## src/rtl/thermal_sup_pkg.sv

```systemverilog
package thermal_sup_pkg;
   // Which comparison trips a hysteretic level
   typedef enum logic {
      TRIP_AT_OR_ABOVE = 1'b0,
      TRIP_ABOVE       = 1'b1
   } trip_mode_e;
endpackage

```

## src/rtl/thermal_hyst_cmp.sv

```systemverilog
module thermal_hyst_cmp
   import thermal_sup_pkg::*;
#(
   parameter int         TEMP_W = 10,
   parameter int         TRIP   = 150,
   parameter int         HYST   = 15,
   parameter trip_mode_e MODE   = TRIP_AT_OR_ABOVE
) (
   input  logic                     clk,
   input  logic                     rst_n,
   input  logic                     valid,
   input  logic signed [TEMP_W-1:0] temp,
   output logic                     active
);
   localparam int TMAX    = (1 << (TEMP_W - 1)) - 1;
   localparam int TMIN    = -(1 << (TEMP_W - 1));
   localparam int RELEASE = TRIP - HYST;

   if (HYST < 1) begin : g_bad_hyst
      $error("thermal_hyst_cmp: HYST must be at least 1");
   end
   if (TRIP > TMAX || TRIP < TMIN) begin : g_bad_trip
      $error("thermal_hyst_cmp: TRIP does not fit TEMP_W");
   end
   if (RELEASE <= TMIN) begin : g_bad_rel
      $error("thermal_hyst_cmp: release point below representable range");
   end

   logic hot, cool, act_q;

   if (MODE == TRIP_ABOVE) begin : g_strict
      assign hot = temp > TRIP;
   end else begin : g_incl
      assign hot = temp >= TRIP;
   end
   assign cool = temp < RELEASE;

   always_ff @(posedge clk or negedge rst_n) begin
      if (!rst_n) begin
         act_q <= 1'b0;
      end else if (valid) begin
         if (!act_q && hot) begin
            act_q <= 1'b1;
         end else if (act_q && cool) begin
            act_q <= 1'b0;
         end
      end
   end

   assign active = act_q;

   // a rise needs a valid sample past the trip point
   rise_cause_chk: assert property (@(posedge clk) disable iff (!rst_n)
      $rose(act_q) |-> $past(valid) &&
         ((MODE == TRIP_ABOVE) ? ($past(temp) > TRIP) : ($past(temp) >= TRIP)));

   // a fall needs a valid sample strictly below release
   fall_cause_chk: assert property (@(posedge clk) disable iff (!rst_n)
      $fell(act_q) |-> $past(valid) && ($past(temp) < RELEASE));

   // no strobe, no change
   idle_hold_chk: assert property (@(posedge clk) disable iff (!rst_n)
      !valid |=> $stable(act_q));
endmodule

```

## src/rtl/thermal_gate_mask.sv

```systemverilog
module thermal_gate_mask #(
   parameter int N_SW = 2
) (
   input  logic            clk,
   input  logic            rst_n,
   input  logic            kill,
   input  logic [N_SW-1:0] req,
   output logic [N_SW-1:0] gate
);
   if (N_SW < 1) begin : g_bad_n
      $error("thermal_gate_mask: N_SW must be at least 1");
   end

   for (genvar i = 0; i < N_SW; i++) begin : g_sw
      assign gate[i] = req[i] & ~kill;
   end


   gate_off_chk: assert property (@(posedge clk) disable iff (!rst_n)
      kill |-> (gate == '0));

   gate_pass_chk: assert property (@(posedge clk) disable iff (!rst_n)
      !kill |-> (gate == req));
endmodule

```

## src/rtl/thermal_supervisor.sv

```systemverilog
module thermal_supervisor
   import thermal_sup_pkg::*;
#(
   parameter int TEMP_W    = 10,
   parameter int WARN_TRIP = 150,
   parameter int WARN_HYST = 15,
   parameter int SHDN_TRIP = 180,
   parameter int SHDN_HYST = 25
) (
   input  logic                     clk,
   input  logic                     rst_n,
   input  logic                     temp_valid,
   input  logic signed [TEMP_W-1:0] temp_c,
   input  logic                     hs_req,
   input  logic                     ls_req,
   output logic                     warn_n,
   output logic                     shdn_req,
   output logic                     hs_gate,
   output logic                     ls_gate
);
   localparam int N_SW = 2;

   if (TEMP_W < 4) begin : g_bad_w
      $error("thermal_supervisor: TEMP_W too small");
   end

   logic            warn_act, shdn_act;
   logic [N_SW-1:0] req_v, gate_v;

   thermal_hyst_cmp #(
      .TEMP_W(TEMP_W), .TRIP(WARN_TRIP), .HYST(WARN_HYST), .MODE(TRIP_AT_OR_ABOVE)
   ) u_warn (
      .clk(clk), .rst_n(rst_n), .valid(temp_valid), .temp(temp_c), .active(warn_act)
   );

   thermal_hyst_cmp #(
      .TEMP_W(TEMP_W), .TRIP(SHDN_TRIP), .HYST(SHDN_HYST), .MODE(TRIP_ABOVE)
   ) u_shdn (
      .clk(clk), .rst_n(rst_n), .valid(temp_valid), .temp(temp_c), .active(shdn_act)
   );

   assign req_v = {hs_req, ls_req};

   thermal_gate_mask #(.N_SW(N_SW)) u_mask (
      .clk(clk), .rst_n(rst_n), .kill(shdn_act), .req(req_v), .gate(gate_v)
   );

   assign warn_n   = ~warn_act;
   assign shdn_req = shdn_act;
   assign hs_gate  = gate_v[1];
   assign ls_gate  = gate_v[0];


   reset_idle_chk: assert property (@(posedge clk)
      !rst_n |-> (warn_n && !shdn_req));
endmodule

```

## config.mk

```make
export PLATFORM = sky130hd
export DESIGN_NAME = thermal_supervisor
export DESIGN_NICKNAME = d
export VERILOG_FILES = /design/src/rtl/thermal_sup_pkg.sv /design/src/rtl/thermal_hyst_cmp.sv /design/src/rtl/thermal_gate_mask.sv /design/src/rtl/thermal_supervisor.sv
export SDC_FILE = /design/constraint.sdc
export NUM_CORES = 1
export LEC_CHECK = 0
export BUFFER_PORTS_ARGS = -buffer_cell sky130_fd_sc_hd__buf_2
export CORE_AREA = 2 2 39 41
export CTS_CLUSTER_SIZE = 10
export DETAILED_ROUTE_END_ITERATION = 6
export DIE_AREA = 0 0 41 43
export GPL_TIMING_DRIVEN = 1
export HOLD_SLACK_MARGIN = 0.06
export PLACE_DENSITY_LB_ADDON = 0.15
export SETUP_SLACK_MARGIN = 0.1
export SYNTH_ARGS = -nofsm -noshare
export SYNTH_HDL_FRONTEND = slang
export SYNTH_SLANG_ARGS = --single-unit
export TNS_END_PERCENT = 10
```

## constraint.sdc

```tcl
create_clock -name clk -period 0.95 [get_ports clk]
set_clock_uncertainty 0.05 [all_clocks]
set_input_delay 0.0475 -clock clk [delete_from_list [all_inputs] [get_ports clk]]
set_output_delay 0.0475 -clock clk [all_outputs]
set_load 0.01 [all_outputs]
```

==> key figures <==
Outcome
  – Failing checks: setup timing
  – Status: complete, but fails checks

Logic synthesis
  – Mux share of post-synthesis cell area: 0%
  – Largest family of logic cells by synthesized area: compound AO/OA/AOI/OAI gates
  – Cells after Synth: 29
  – Post-synthesis register bit count: 2
  – Yosys warnings: 0
  – Simple-Gate Fraction of Synth Area: around 34%
  – Post-synthesis compound-gate area fraction: between 30% and 40%
  – XOR/XNOR Fraction of Synth Area: 0%
  – Sequential area share after synthesis: 24.5%
  – Syn Area/Cell: between 7 and 8 um2
  – Cell variety after synth: 15
  – Mapped cell area: 204 um2
  – Syn Nets: between 40 and 50
  – Synth Area in Adders: 0%

Die
  – Core box area: ~1400 um2
  – Die width: a little over 40 um
  – DIE AREA: ~1800 um2
  – Die H: roughly 43 um
  – Initial core utilization: approximately 15%
  – I/O Pins: 19
  – Std-Cell Rows: 14

Timing
  – Endpoints failing setup: 2
  – Crit share post-route: 104%
  – Fmax achieved: approximately 1000 MHz
  – Worst slew margin: 85.6%
  – Worst-Margin Slew: about 0.21 ns
  – Min cycle time layout: between 0.9 and 1 ns
  – RSZ-0062 raised after global routing: true
  – Final Hold Viols: 0
  – Final worst slack: -0.0390 ns
  – Setup TNS Final: -0.0770 ns
  – Pins Over Slew Limit: 0

Critical path
  – Worst reg2reg setup slack: 0.04 ns
  – Critical Path Source Type: flop
  – WP data arrival: just under 0.9 ns
  – Critical Path Fanout Max: 6
  – RR Startpoint: u_shdn.active$_DFFE_PN0P_
  – Worst Reg-to-Reg Cells: 3
  – Required @ worst endpoint: between 0.8 and 0.9 ns
  – Crit path launch: u_shdn.active$_DFFE_PN0P_
  – Worst Setup Path Type: reg2out
  – Worst Setup End Kind: output pin
  – R2r endpoint: u_shdn.active$_DFFE_PN0P_

Min path
  – Min-Delay Path Class: in2reg
  – Hold wc startpoint: temp_c[8]
  – WHS Path Cells: 3
  – Hold EP: u_shdn.active$_DFFE_PN0P_

Global route
  – Overflow after GRT: 0
  – Vias in the first global route: 283
  – Largest net degree at the start of global routing: 7
  – First-pass GRT wire length: roughly 1100 um
  – Total track usage: under 10%
  – Initial antenna violation count: 0

Routing
  – WL final: about 640 um
  – Vias/cell: 4.32
  – DRC Markers: 0
  – First drt pass iteration count: 1
  – Routed vias: between 200 and 300
  – Antenna Violating Nets Remaining: 0
  – DR WL/cell: approximately 9.3 um
  – DRT iter0 DRCs: 0

Power
  – PD cells: ~1300 nW/um2
  – Max VDD drop: 0.314 mV
  – Leakage Power: around 0.18 nW

Cells and area
  – Layout fillers: 159
  – Share of post-route cells with drive strength above 1: approximately 45%
  – Fin nets: 69
  – Area grow syn2layout: 76.1%
  – # diodes: 0
  – Cell area after layout: between 300 and 400 um2

CTS
  – Post_cts resized: 0
  – CTS Buf Count: 3
  – Later-pin clock latency in the skew report: 0.23 ns
  – CTS Sinks: 2
  – Clock Tree Root: clkbuf_4
  – CTS tree: built
  – H-tree levels: 1
  – Clock tree buffer depth: 2
  – Clock Pin Slew Worst Setup and Hold Paths: 0.04 ns

Placed design
  – IO Port Bufs: 18
  – GPL Wtd Cong: 0.705
  – Placed cell area: about 320 um2
  – Dpl ws: 0.0268 ns

Flow run
  – Max cap viols: 0
==> routing by layer <==
layer,vias to the layer above,wire [um],GRT usage [%]
met5,-,0,0
met4,0,0,4.00
met3,0,48,1.57
met2,11,329,15.0
met1,130,265,9.62
li1,157,-,-
==> worst max-delay path by stage <==
| stage | to | slack [ns] | cells past startpoint |
|---|---|---|---|
| 2_1_floorplan | u_shdn.active$_DFFE_PN0P_ | 0.08 | 3 |
| 3_3_place_gp | u_warn.active$_DFFE_PN0P_ | 0.01 | 4 |
| 3_5_place_dp | u_warn.active$_DFFE_PN0P_ | 0.03 | 4 |
| 4_1_cts | hs_gate | -0.05 | 2 |
| 5_1_grt | hs_gate | -0.15 | 2 |
| 6_report | hs_gate | -0.04 | 2 |
==> worst max-delay path, cell delays in order (launching register included) <==
cell	delay, ns
dfrtp_2	0.43
nor2b_1	0.11
buf_2	0.13
==> synth_stat cells (all sizes together) <==
master / count / share of area, %
a21o: 1 / 3.7
a21oi: 5 / 12
a311o: 1 / 4.9
a311oi: 1 / 4.3
dfrtp: 2 / 25
inv: 2 / 3.7
nand2: 3 / 5.5
nand3: 2 / 4.9
nand4b: 1 / 4.3
nor2: 4 / 7.4
nor2b: 2 / 6.1
nor3b: 1 / 6.1
o21ai: 2 / 4.9
o221ai: 1 / 4.3
o22ai: 1 / 3.1
==> state kept, by name, summed over array words and instances (netlist names) <==
signal	count
u_shdn.active	1
u_warn.active	1
==> area by class of cell <==
cell class	instances	area, um2	area share, %
tap	16	20.0	5.57
inverter	2	7.51	2.09
sequential	2	51.3	14.3
multi-input combinational	25	146	40.8
clock buffer	4	26.3	7.32
timing repair buffer	20	108	30.0
==> metrics by stage <==
| stage | total power [mW] | utilization (%) | hold WS [ns] | instances |
|---|---|---|---|---|
| finish | 0.450 | 25.9 | 0.0534 | 69 |
| CTS | 0.460 | 25.9 | 0.0551 | 69 |
| detailed placement | 0.244 | 23.3 | -0.215 | 64 |
| global placement | 0.244 | 23.3 | -0.214 | 64 |
| floorplan | 0.166 | - | -0.298 | 29 |
| global route | 0.507 | 25.9 | 0.0877 | 69 |
==> power by group <==
part	switching (mW)	leakage [nW]	internal, mW	total [mW]
clock	0.0509	0.0150	0.156	0.207
combinational	0.0665	0.137	0.0674	0.134
sequential	0.0112	0.0236	0.0984	0.110
total	0.129	0.176	0.322	0.450
==> kinds of logic (layout without fill, tap and decap cells) <==
group / count (synthesis) / count (layout)
simple gates: 13 / 13
flops: 2 / 2
compound gates: 12 / 12
buf+inv: 2 / 26
==> layout by cell type, fill, tap and decap left out, types with 2 or more instances in the layout <==
cell type and count:
nor2b_1 2, nor2_1 4, nand2_1 3, clkbuf_4 3, o21ai_0 2, buf_2 18, a21oi_1 5, nand3_1 2
inv_1 2
==> repair_timing <==
item	in CTS	in global routing
pin swaps	3	0
setup buffers	0	0
hold buffers	1	0
endpoints found under the setup margin	5	5
endpoints found under the hold margin	3	0
No activity file was read; power rests on OpenSTA's default activity.
